`src/rtl/tpm_pkg.sv`:
```
package tpm_pkg;
  typedef struct packed {
    logic restart;   // divisor change: flush count and prescaler
    logic capture;   // synchronised rising tach edge
    logic cntTick;   // scaled tick that may advance the count
  } tpm_strobe_t;
endpackage

```
`src/rtl/tpm_ctrl.sv`:
```
module tpm_ctrl
  import tpm_pkg::*;
#(
  parameter int DIV_SEL_W   = 2,
  parameter int SYNC_STAGES = 2
) (
  input  logic                 clk,
  input  logic                 rstN,
  input  logic                 refTick,
  input  logic                 tachIn,
  input  logic [DIV_SEL_W-1:0] divSel,
  output tpm_strobe_t          strb
);
  localparam int PRE_W = 1 << DIV_SEL_W;

  logic [SYNC_STAGES-1:0] syncQ;
  logic                   tachPrev;
  logic [DIV_SEL_W-1:0]   divSelQ;
  logic [PRE_W-1:0]       preCnt;
  logic [PRE_W-1:0]       preLast;
  logic                   tachRise;
  logic                   divChange;
  logic                   preWrap;

  // synchroniser chain
  always_ff @(posedge clk or negedge rstN) begin
    if (!rstN) syncQ[0] <= 1'b0;
    else       syncQ[0] <= tachIn;
  end

  for (genvar g = 1; g < SYNC_STAGES; g++) begin : g_sync
    always_ff @(posedge clk or negedge rstN) begin
      if (!rstN) syncQ[g] <= 1'b0;
      else       syncQ[g] <= syncQ[g-1];
    end
  end

  always_ff @(posedge clk or negedge rstN) begin
    if (!rstN) tachPrev <= 1'b0;
    else       tachPrev <= syncQ[SYNC_STAGES-1];
  end

  assign tachRise  = syncQ[SYNC_STAGES-1] & ~tachPrev;
  assign divChange = (divSel != divSelQ);

  // terminal prescaler value: 2^(divSel+1) - 1
  always_comb begin
    preLast = '0;
    for (int i = 0; i < PRE_W; i++) begin
      if (i <= int'(divSel)) preLast[i] = 1'b1;
    end
  end

  assign preWrap = refTick && (preCnt == preLast);

  always_ff @(posedge clk or negedge rstN) begin
    if (!rstN) begin
      divSelQ <= '0;
      preCnt  <= '0;
    end else begin
      divSelQ <= divSel;
      if (divChange || tachRise) preCnt <= '0;
      else if (preWrap)          preCnt <= '0;
      else if (refTick)          preCnt <= preCnt + 1'b1;
    end
  end

  always_comb begin
    strb.restart = divChange;
    strb.capture = tachRise;
    strb.cntTick = preWrap && !divChange && !tachRise;
  end
endmodule

```
`src/rtl/tpm_datapath.sv`:
```
module tpm_datapath
  import tpm_pkg::*;
#(
  parameter int CNT_W = 8
) (
  input  logic             clk,
  input  logic             rstN,
  input  tpm_strobe_t      strb,
  input  logic             faultEn,
  input  logic             faultClr,
  output logic [CNT_W-1:0] tachCount,
  output logic             faultStatusN,
  output logic             alertReq
);
  logic [CNT_W-1:0] runCnt;
  logic             faultLatched;
  logic             atMax;
  logic             overflow;

  assign atMax    = (runCnt == {CNT_W{1'b1}});
  assign overflow = strb.cntTick && atMax;

  always_ff @(posedge clk or negedge rstN) begin
    if (!rstN) begin
      runCnt    <= '0;
      tachCount <= '0;
    end else begin
      if (strb.capture) tachCount <= runCnt;
      if (strb.capture || strb.restart) runCnt <= '0;
      else if (strb.cntTick && !atMax)  runCnt <= runCnt + 1'b1;
    end
  end

  always_ff @(posedge clk or negedge rstN) begin
    if (!rstN)                    faultLatched <= 1'b0;
    else if (overflow && faultEn) faultLatched <= 1'b1;
    else if (faultClr)            faultLatched <= 1'b0;
  end

  assign faultStatusN = ~faultLatched;
  assign alertReq     = faultLatched & faultEn;
endmodule

```
`src/rtl/tach_period_mon.sv`:
```
module tach_period_mon
  import tpm_pkg::*;
#(
  parameter int CNT_W       = 8,
  parameter int DIV_SEL_W   = 2,
  parameter int SYNC_STAGES = 2
) (
  input  logic                 clk,
  input  logic                 rstN,
  input  logic                 refTick,
  input  logic                 tachIn,
  input  logic [DIV_SEL_W-1:0] divSel,
  input  logic                 faultEn,
  input  logic                 faultClr,
  output logic [CNT_W-1:0]     tachCount,
  output logic                 faultStatusN,
  output logic                 alertReq
);
  tpm_strobe_t strb;

  tpm_ctrl #(.DIV_SEL_W(DIV_SEL_W), .SYNC_STAGES(SYNC_STAGES)) u_ctrl (
    .clk(clk), .rstN(rstN), .refTick(refTick), .tachIn(tachIn),
    .divSel(divSel), .strb(strb)
  );

  tpm_datapath #(.CNT_W(CNT_W)) u_dp (
    .clk(clk), .rstN(rstN), .strb(strb), .faultEn(faultEn),
    .faultClr(faultClr), .tachCount(tachCount),
    .faultStatusN(faultStatusN), .alertReq(alertReq)
  );
endmodule

```
`config.mk`:
```
export PLATFORM = sky130hd
export DESIGN_NAME = tach_period_mon
export DESIGN_NICKNAME = d
export VERILOG_FILES = /design/src/rtl/tpm_pkg.sv /design/src/rtl/tpm_ctrl.sv /design/src/rtl/tpm_datapath.sv /design/src/rtl/tach_period_mon.sv
export SDC_FILE = /design/constraint.sdc
export NUM_CORES = 1
export LEC_CHECK = 0
export CAP_MARGIN = 20
export CORE_UTILIZATION = 40
export DETAILED_ROUTE_END_ITERATION = 7
export MAX_ROUTING_LAYER = met4
export SKIP_CTS_REPAIR_TIMING = 1
export SLEW_MARGIN = 10
export SYNTH_ARGS = -nofsm -noshare
export SYNTH_HDL_FRONTEND = slang
export SYNTH_HIERARCHICAL = 1
export SYNTH_SLANG_ARGS = --single-unit
```
`constraint.sdc`:
```
create_clock -name clk -period 3.4 [get_ports clk]
set_input_delay 0.68 -clock clk [delete_from_list [all_inputs] [get_ports clk]]
set_output_delay 0.68 -clock clk [all_outputs]
set_load 0.02 [all_outputs]
```
# Yosys cells after proc, flatten, opt, wreduce, memory -nomap -nowiden
# Cells that the tools add are included.
dict set report word_totals {
  inputBits 8
  wordCells 43
  regBits 26
}
dict set report op_classes {
  mux 10
  n_lt_le_gt_ge 3
  bitwise 4
  n_reduce_logical 13
  n_addsub 2
  n_eq_ne 3
}
# cell n
set ops {}
lappend ops {{2-to-1 mux 8 bit} 2}
lappend ops {{2-to-1 mux 4 bit} 3}
lappend ops {{adder 8 x 1 -> 8 bit (second input constant)} 1}
lappend ops {{equality test 8 bit (second input constant)} 1}
lappend ops {{logical AND 1 bit} 6}
lappend ops {{2-to-1 mux 1 bit} 5}
lappend ops {{adder 4 x 1 -> 4 bit (second input constant)} 1}
lappend ops {{equality test 4 bit} 1}
lappend ops {{less-or-equal comparator 2 bit (first input constant)} 2}
lappend ops {{nonzero test 2 bit} 2}
lappend ops {{zero test 1 bit} 3}
lappend ops {{nonzero test 3 bit} 1}
lappend ops {{AND 1 bit} 2}
lappend ops {{less-or-equal comparator 1 x 2 -> 1 bit (first input constant)} 1}
lappend ops {{inequality test 2 bit} 1}
lappend ops {{inverter 1 bit} 2}
lappend ops {{logical OR 1 bit} 1}

# Depth between registers and ports, before layout
# Gate-level depths: netlist of the first run.
dict set report logic_depth {
  ltp_word 9
  mapped_depth 7
}

# Hierarchy
# The synthesis of the first run kept the hierarchy.
# module cells_per_inst area_each_um2 seq_area_each_um2 n_inst
set by_module_without_submodules {}
lappend by_module_without_submodules {tpm_datapath 72 814.5 425.4 1}
lappend by_module_without_submodules {tpm_ctrl 36 419.2 225.2 1}

# Worst setup path after synthesis of the first run
# No wires, ideal clock.
dict set report synth_path {
  path_type {input to register}
  startpoint {input divSel[0]}
  endpoint {register u_dp.runCnt[3]}
  path_slack_ps 1044
  n_path_buf 0
  t_arrival_ps 2273
  cell_stages 7
  required_time_ps 3317
  setup_ps 83
  cell_sequence {inv_2 -> a2111o_1 -> a21oi_2 -> nor2b_1 -> nand4_1 -> or3_2 -> o21ai_0}
}
# element line_no
set synth_rtl {}
lappend synth_rtl {{start: declaration} tach_period_mon.sv:12} ;# input logic [DIV_SEL_W-1:0] divSel,
lappend synth_rtl {{end signal: assignment} tpm_datapath.sv:30} ;# else if (strb.cntTick && !atMax) runCnt <= runCnt + 1'b1;
lappend synth_rtl {{end: declaration} tpm_datapath.sv:15} ;# logic [CNT_W-1:0] runCnt;

==> key figures, run 1 <==
Status
  • Status: completed

Worst setup path
  • CP max-delay cell: clkdlybuf4s50_1
  • CP top delay family: simple AND/OR/NAND/NOR gates
  • Worst path buffer plus inverter count: 2
  • Worst Path Arrival: 2.83 ns
  • Crit Path Max Fanout: 6
  • Worst EP required: 3.64 ns
  • Critical Path Stages: 8
  • Critical Path Max Stage Delay: 0.56 ns
  • Crit path kind: input port to flip-flop
  • Crit path cell chain: clkdlybuf4s50_1, inv_2, a2111o_1, a21oi_2, nor2b_1, nand4_1, or3_2, o21ai_0
  • Setup crit end kind: flip-flop
  • FF-to-FF path depth: 6
  • CP startpoint kind: input port

Layout
  • Share of layout cells above drive strength 1: 0.177
  • FF/Latch Area: 651 µm²
  • Multi-input logic area: 531 µm²
  • Area growth syn-to-layout: 16.9%
  • Layout net count: 136
  • Ant. Diodes: 0
  • Layout filler cell count: 266

Placed design
  • Hpwl dp: 1490 µm
  • Port Buf Inserts: 17
  • Place WS: 0.471 ns
  • GP Congestion: 0.853

Floorplan
  • Placement Rows: 19
  • Core Box Area: 2830 µm²
  • Full die area: 3310 µm²
  • Die height: 57.5 µm
  • Number of top-level pins: 18
  • Die Width: 57.5 µm
  • Initial Util: 0.436

Synth
  • Async SR Flop Fraction: 1.00
  • Post-synthesis sequential area ratio: 0.527
  • Avg Inst Size Synth: 11.4 µm²
  • Post-synth top area cell: dfrtp_1
  • Top cells by area, synth: dfrtp_1 53%, mux2_2 7.3%, nand4_1 3.0%, xnor2_1 2.8%, mux2i_1 2.4%
  • Most frequent cells after synthesis: 26 x dfrtp_1, 8 x mux2_2, 8 x nand2_1
  • Mapped Area: 1230 µm²
  • Post-synth top flop: dfrtp_1
  • Most frequent cell after synthesis: dfrtp_1
  • Post-synth EDFFs: 0
  • Number of synthesis warnings: 6
  • Cells after Synth: 108
  • Seq cells post-synth: 26
  • Yosys top cell area share: 0.527
  • Count of cell types in the netlist: 37
  • Mapped Nets: 118

Clock tree
  • H-Tree Depth: 1
  • TritonCTS clock tree: built
  • Clock transition at path regs: 0.13 ns
  • CTS buffer count: 3
  • Clock tree buffer depth: 2
  • # clock sinks: 26
  • Root buf cell: clkbuf_4
  • Latest clock arrival within the worst-skew pair: 0.31 ns

STA
  • RSZ-0062 raised after global routing: false
  • Final count of hold timing violations: 0
  • Final period util: 0.760
  • Skew final: 0.00673 ns
  • Final min period: 2.58 ns
  • Pins Over Slew Limit: 0
  • Setup-failing EPs final: 0
  • Setup TNS: 0 ns
  • Rel. slew slack: 0.645
  • Worst-Margin Slew: 0.531 ns
  • Maximum clock rate: 0.387 GHz
  • Final setup margin: 0.816 ns

Power and ir drop
  • Clock power share: 0.257
  • Max IR drop VDD: 201 µV
  • Comb power frac: 0.084
  • Internal power: 0.000374 W
  • Pwr/cell area: 332 nW/µm²
  • Sw Pwr: 0.000105 W
  • Sequential share of power: 0.659
  • Pleak: 0.610 nW
  • Switching portion of total power: 0.220

Hold path
  • Hold WC Path Type: flip-flop to flip-flop
  • Hold path depth: 0

Route
  • First-pass detailed-route iteration total: 6
  • ANT nets after route: 0
  • Final wirelength: 2070 µm
  • Vias: 852
  • Drt via density: 5.50
  • Initial drt markers: 12
  • Wire per inst: 13.4 µm
  • DRC viols: 0

Global routing
  • Initial antenna violation count: 0
  • GRT Resource Usage Total: 0.160
  • Largest net degree at the start of global routing: 27
  • First-pass GRT wire length: 3920 µm
  • Number of global-route vias before repair: 865
  • Global route overflow: 0

Run
  • Maxcap violations: 0
## kinds of logic after synthesis
group | Yosys count | share of synthesized area
AOI/OAI and AO/OA | 17 | 0.0953
DFF | 26 | 0.527
and+or+nand+nor | 38 | 0.182
muxes | 11 | 0.0974
adders and majority gates | 2 | 0.0203
xor gates and xnor gates | 5 | 0.0355
buffers and inverters | 9 | 0.0426
## cells in the final DEF, fill, tap and decap left out, types with 4 or more instances in the layout
| cell | instances |
|---|---|
| a21oi_1 | 4 |
| clkdlybuf4s50_1 | 17 |
| dfrtp_1 | 26 |
| mux2_2 | 8 |
| nand2_1 | 8 |
| nand4_1 | 6 |
| nor3_1 | 4 |
| o21ai_0 | 5 |
| xnor2_1 | 4 |
## layout make-up
type | instances | area share
sequential | 26 | 0.451
multi-input combinational | 73 | 0.368
timing repair buffer | 20 | 0.134
tap | 31 | 0.0269
clock buffer | 3 | 0.0156
inverter | 2 | 0.00520
## per-stage QoR
step                      total power, W  instances  cell area [µm²]   util  hold slack [ns]
after floorplan                 0.000345        108             1230      -            0.331
after global placement          0.000362        152             1420  0.502            0.341
after detailed placement        0.000363        152             1420  0.502            0.343
after CTS                       0.000491        155             1440  0.510            0.376
after global routing            0.000507        155             1440  0.510            0.381
final                           0.000479        155             1440  0.510            0.371
## routing by layer
layer  wire, µm  part of all wire  vias to the layer above  GRT usage
li1           -                 -                      424          -
met1       1100              0.53                      405      0.228
met2        872              0.42                       19      0.214
met3         72             0.035                        4     0.0317
met4         27             0.013                        0     0.0836
met5          0                 0                        -          -
## path summary, 6_finish.rpt
| kind | slack (ns) | start | to |
|---|---|---|---|
| worst max-delay path | 0.82 | divSel[0] | u_dp/runCnt[3]$_DFFE_PN0P_ |
| worst min-delay path | 0.37 | u_ctrl/syncQ[0]$_DFF_PN0_ | u_ctrl/syncQ[1]$_DFF_PN0_ |
| worst max register to register | 1.28 | u_ctrl/preCnt[1]$_DFFE_PN0P_ | u_dp/runCnt[3]$_DFFE_PN0P_ |
| worst min register to register | 0.37 | u_ctrl/syncQ[0]$_DFF_PN0_ | u_ctrl/syncQ[1]$_DFF_PN0_ |
| max in group asynchronous | 2.43 | rstN | u_ctrl/syncQ[1]$_DFF_PN0_ |
| min in group asynchronous | 0.72 | rstN | u_dp/tachCount[2]$_DFFE_PN0P_ |
## sequential cells by signal, summed over array words and instances (netlist names)
signal and flops:
u_dp/tachCount 8, u_dp/runCnt 8, u_dp/faultLatched 1, u_ctrl/divSelQ 2, u_ctrl/syncQ 2, u_ctrl/preCnt 4, u_ctrl/tachPrev 1
## power groups by stage
stage | clock network [W] | logic (W) | registers (W)
2_1_floorplan | 0 | 0.0000236 | 0.000321
3_3_place_gp | 0 | 0.0000409 | 0.000321
3_5_place_dp | 0 | 0.0000415 | 0.000322
4_1_cts | 0.000134 | 0.0000415 | 0.000316
5_1_grt | 0.000145 | 0.0000456 | 0.000316
6_report | 0.000123 | 0.0000404 | 0.000316
No activity file was read; power rests on OpenSTA's default activity.
==> run 2: changes to the inputs <==
- clock period: 3.4 -> 2.1 ns (I/O delays scaled with it)
==> run 2 against run 1 <==
The run now ends with design-rule violations left. Global-route usage grew 0.85 points. Sequential cell count is the same. Count of clock-buffer cells in the layout is the same. Critical endpoint is now alertReq. Non-clock buffer count grew 11.
==> key figures, run 2 (same netlist as run 1, synthesis figures left out) <==
Route
  • Initial drt markers: 17 (was 12)
  • First-pass detailed-route iteration total: 6 (unchanged)
  • Wire per inst: 14.4 µm (was 13.4 µm)
  • ANT nets after route: 0 (unchanged)
  • Final wirelength: 2400 µm (was 2070 µm)
  • DRC viols: 2 (was 0)
  • Drt via density: 5.54 (was 5.50)
  • Vias: 920 (was 852)

Layout
  • Share of layout cells above drive strength 1: 0.274 (was 0.177)
  • Most frequent cells in the layout: 26 x dfrtp_1, 15 x clkdlybuf4s50_1, 13 x buf_4, 8 x nand2_1, 8 x mux2_2 (was 26 x dfrtp_1, 17 x clkdlybuf4s50_1, 8 x nand2_1, 8 x mux2_2, 6 x nand4_1)
  • Area growth syn-to-layout: 26.7% (was 16.9%)
  • Multi-input logic area: 559 µm² (was 531 µm²)
  • Final core utilization: 0.552 (was 0.510)
  • Layout net count: 147 (was 136)
  • Layout filler cell count: 237 (was 266)
  • Post-route cell area: 1560 µm² (was 1440 µm²)
  • Most common cell after layout, fill and taps aside: dfrtp_1 (unchanged)
  • Ant. Diodes: 0 (unchanged)
  • FF/Latch Area: 651 µm² (unchanged)
  • Largest registers: u_dp/runCnt (8), u_dp/tachCount (8), u_ctrl/preCnt (4) (unchanged)

Power and ir drop
  • Switching portion of total power: 0.229 (was 0.220)
  • Comb power frac: 0.107 (was 0.084)
  • Sequential share of power: 0.637 (was 0.659)
  • Internal power: 0.000618 W (was 0.000374 W)
  • Clock power share: 0.256 (was 0.257)
  • Pwr/cell area: 513 nW/µm² (was 332 nW/µm²)
  • Pleak: 0.695 nW (was 0.610 nW)
  • Tot Pwr: 0.000802 W (was 0.000479 W)
  • Max IR drop VDD: 278 µV (was 201 µV)
  • Sw Pwr: 0.000183 W (was 0.000105 W)

Floorplan
  • Initial Util: 0.436 (unchanged)
  • Full die area: 3310 µm² (unchanged)
  • Placement Rows: 19 (unchanged)
  • Die height: 57.5 µm (unchanged)
  • Die Width: 57.5 µm (unchanged)
  • Number of top-level pins: 18 (unchanged)
  • Core Box Area: 2830 µm² (unchanged)

STA
  • Final min period: 2.04 ns
  • Pins Over Slew Limit: 0 (unchanged)
  • Final setup margin: 0.0614 ns (was 0.816 ns)
  • Setup TNS: 0 ns (unchanged)
  • Setup-failing EPs final: 0 (unchanged)
  • Skew final: 0.00757 ns (was 0.00673 ns)
  • Maximum clock rate: 0.491 GHz
  • RSZ-0062 raised after global routing: true (was false)
  • Worst-Margin Slew: 0.339 ns (was 0.531 ns)
  • Final count of hold timing violations: 0 (unchanged)
  • Final period util: 0.971
  • Rel. slew slack: 0.774 (was 0.645)

Placed design
  • GP Congestion: 0.771 (was 0.853)
  • Hpwl dp: 1700 µm (was 1490 µm)
  • Port Buf Inserts: 17 (unchanged)
  • Placed Instance Area: 1490 µm² (was 1420 µm²)
  • Place WS: -0.416 ns (was 0.471 ns)

Global routing
  • GRT Resource Usage Total: 0.169 (was 0.160)
  • Number of global-route vias before repair: 916 (was 865)
  • Initial antenna violation count: 0 (unchanged)
  • Largest net degree at the start of global routing: 27 (unchanged)
  • First-pass GRT wire length: 4190 µm (was 3920 µm)
  • Global route overflow: 0 (unchanged)

Worst setup path
  • Crit path cell chain: clkdlybuf4s50_1, and2_1, clkdlybuf4s50_1 (was clkdlybuf4s50_1, inv_2, a2111o_1, a21oi_2, nor2b_1, nand4_1, or3_2, o21ai_0)
  • CP max-delay cell: clkdlybuf4s50_1 (unchanged)
  • Worst Path Arrival: 1.62 ns (was 2.83 ns)
  • Setup crit end kind: primary output (was flip-flop)
  • Crit path kind: input port to primary output (was input port to flip-flop)
  • Worst EP required: 1.68 ns (was 3.64 ns)
  • Crit Path Max Fanout: 2 (was 6)
  • Most used cell along the critical path: clkdlybuf4s50_1
  • Critical Path Max Stage Delay: 0.59 ns (was 0.56 ns)
  • CP startpoint kind: input port (unchanged)

Status
  • Status: complete, but fails checks (was completed)
  • Failing checks: design-rule violations

Hold path
  • Hold WC Path Type: input port to flip-flop (was flip-flop to flip-flop)

Clock tree
  • Clock transition at path regs: 0.14 ns (was 0.13 ns)
  • H-Tree Depth: 1 (unchanged)
  • Latest clock arrival within the worst-skew pair: 0.31 ns (about the same)
  • TritonCTS clock tree: built (unchanged)
  • Root buf cell: clkbuf_4 (unchanged)
  • # clock sinks: 26 (unchanged)
  • Clock tree buffer depth: 2 (unchanged)
  • CTS buffer count: 3 (unchanged)

Run
  • Maxcap violations: 0 (unchanged)
[run 2: worst max-delay path: cells and delay by family]
| kind | cells | cell delay (ns) |
|---|---|---|
| buffers and inverters | 2 | 1.07 |
| AND/OR/NAND/NOR | 1 | 0.12 |
[run 2: path summary, 6_finish.rpt]
path / from / end / slack, ns / cells after the start
max: faultEn / alertReq / 0.06 / 3
min: divSel[1] / u_ctrl/divSelQ[1]$_DFF_PN0_ / 0.32 / 1
min in group asynchronous: rstN / u_ctrl/preCnt[2]$_DFFE_PN0P_ / 0.45 / 2
max in group asynchronous: rstN / u_dp/runCnt[3]$_DFFE_PN0P_ / 1.39 / 2
min reg2reg: u_ctrl/syncQ[0]$_DFF_PN0_ / u_ctrl/syncQ[1]$_DFF_PN0_ / 0.38 / 0
max reg2reg: u_ctrl/preCnt[2]$_DFFE_PN0P_ / u_dp/runCnt[5]$_DFFE_PN0P_ / 0.07 / 6
[run 2: stage by stage]
step                hold slack [ns]  instances
floorplan                     0.124        108
CTS                           0.384        164
detailed placement            0.346        161
global route                  0.314        166
global placement              0.336        161
finish                        0.320        166
[run 2: area by class of cell]
| type | instances | share of cell area |
|---|---|---|
| clock buffer | 3 | 0.0144 |
| inverter | 2 | 0.00480 |
| multi-input combinational | 73 | 0.358 |
| sequential | 26 | 0.416 |
| tap | 31 | 0.0248 |
| timing repair buffer | 31 | 0.182 |
[run 2: layer usage]
layer,global-route usage,up-vias,share of wire
li1,-,449,-
met1,0.224,451,0.48
met2,0.264,18,0.47
met3,0.0227,2,0.039
met4,0.0627,0,0.0084
met5,-,-,0
[run 2: power by group through the flow]
stage                     registers [W]  logic (W)  clock network (W)
after floorplan                0.000520  0.0000385                  0
after global placement         0.000520  0.0000809                  0
after detailed placement       0.000520  0.0000833                  0
after CTS                      0.000511  0.0000839           0.000216
after global routing           0.000512  0.0000943           0.000228
final                          0.000511  0.0000855           0.000205
==> run 3: changes to the inputs <==
- SLEW_MARGIN: 10 -> not set
==> results of run 3 <==
The final DEF is identical to that of run 2; final timing and power are the same.
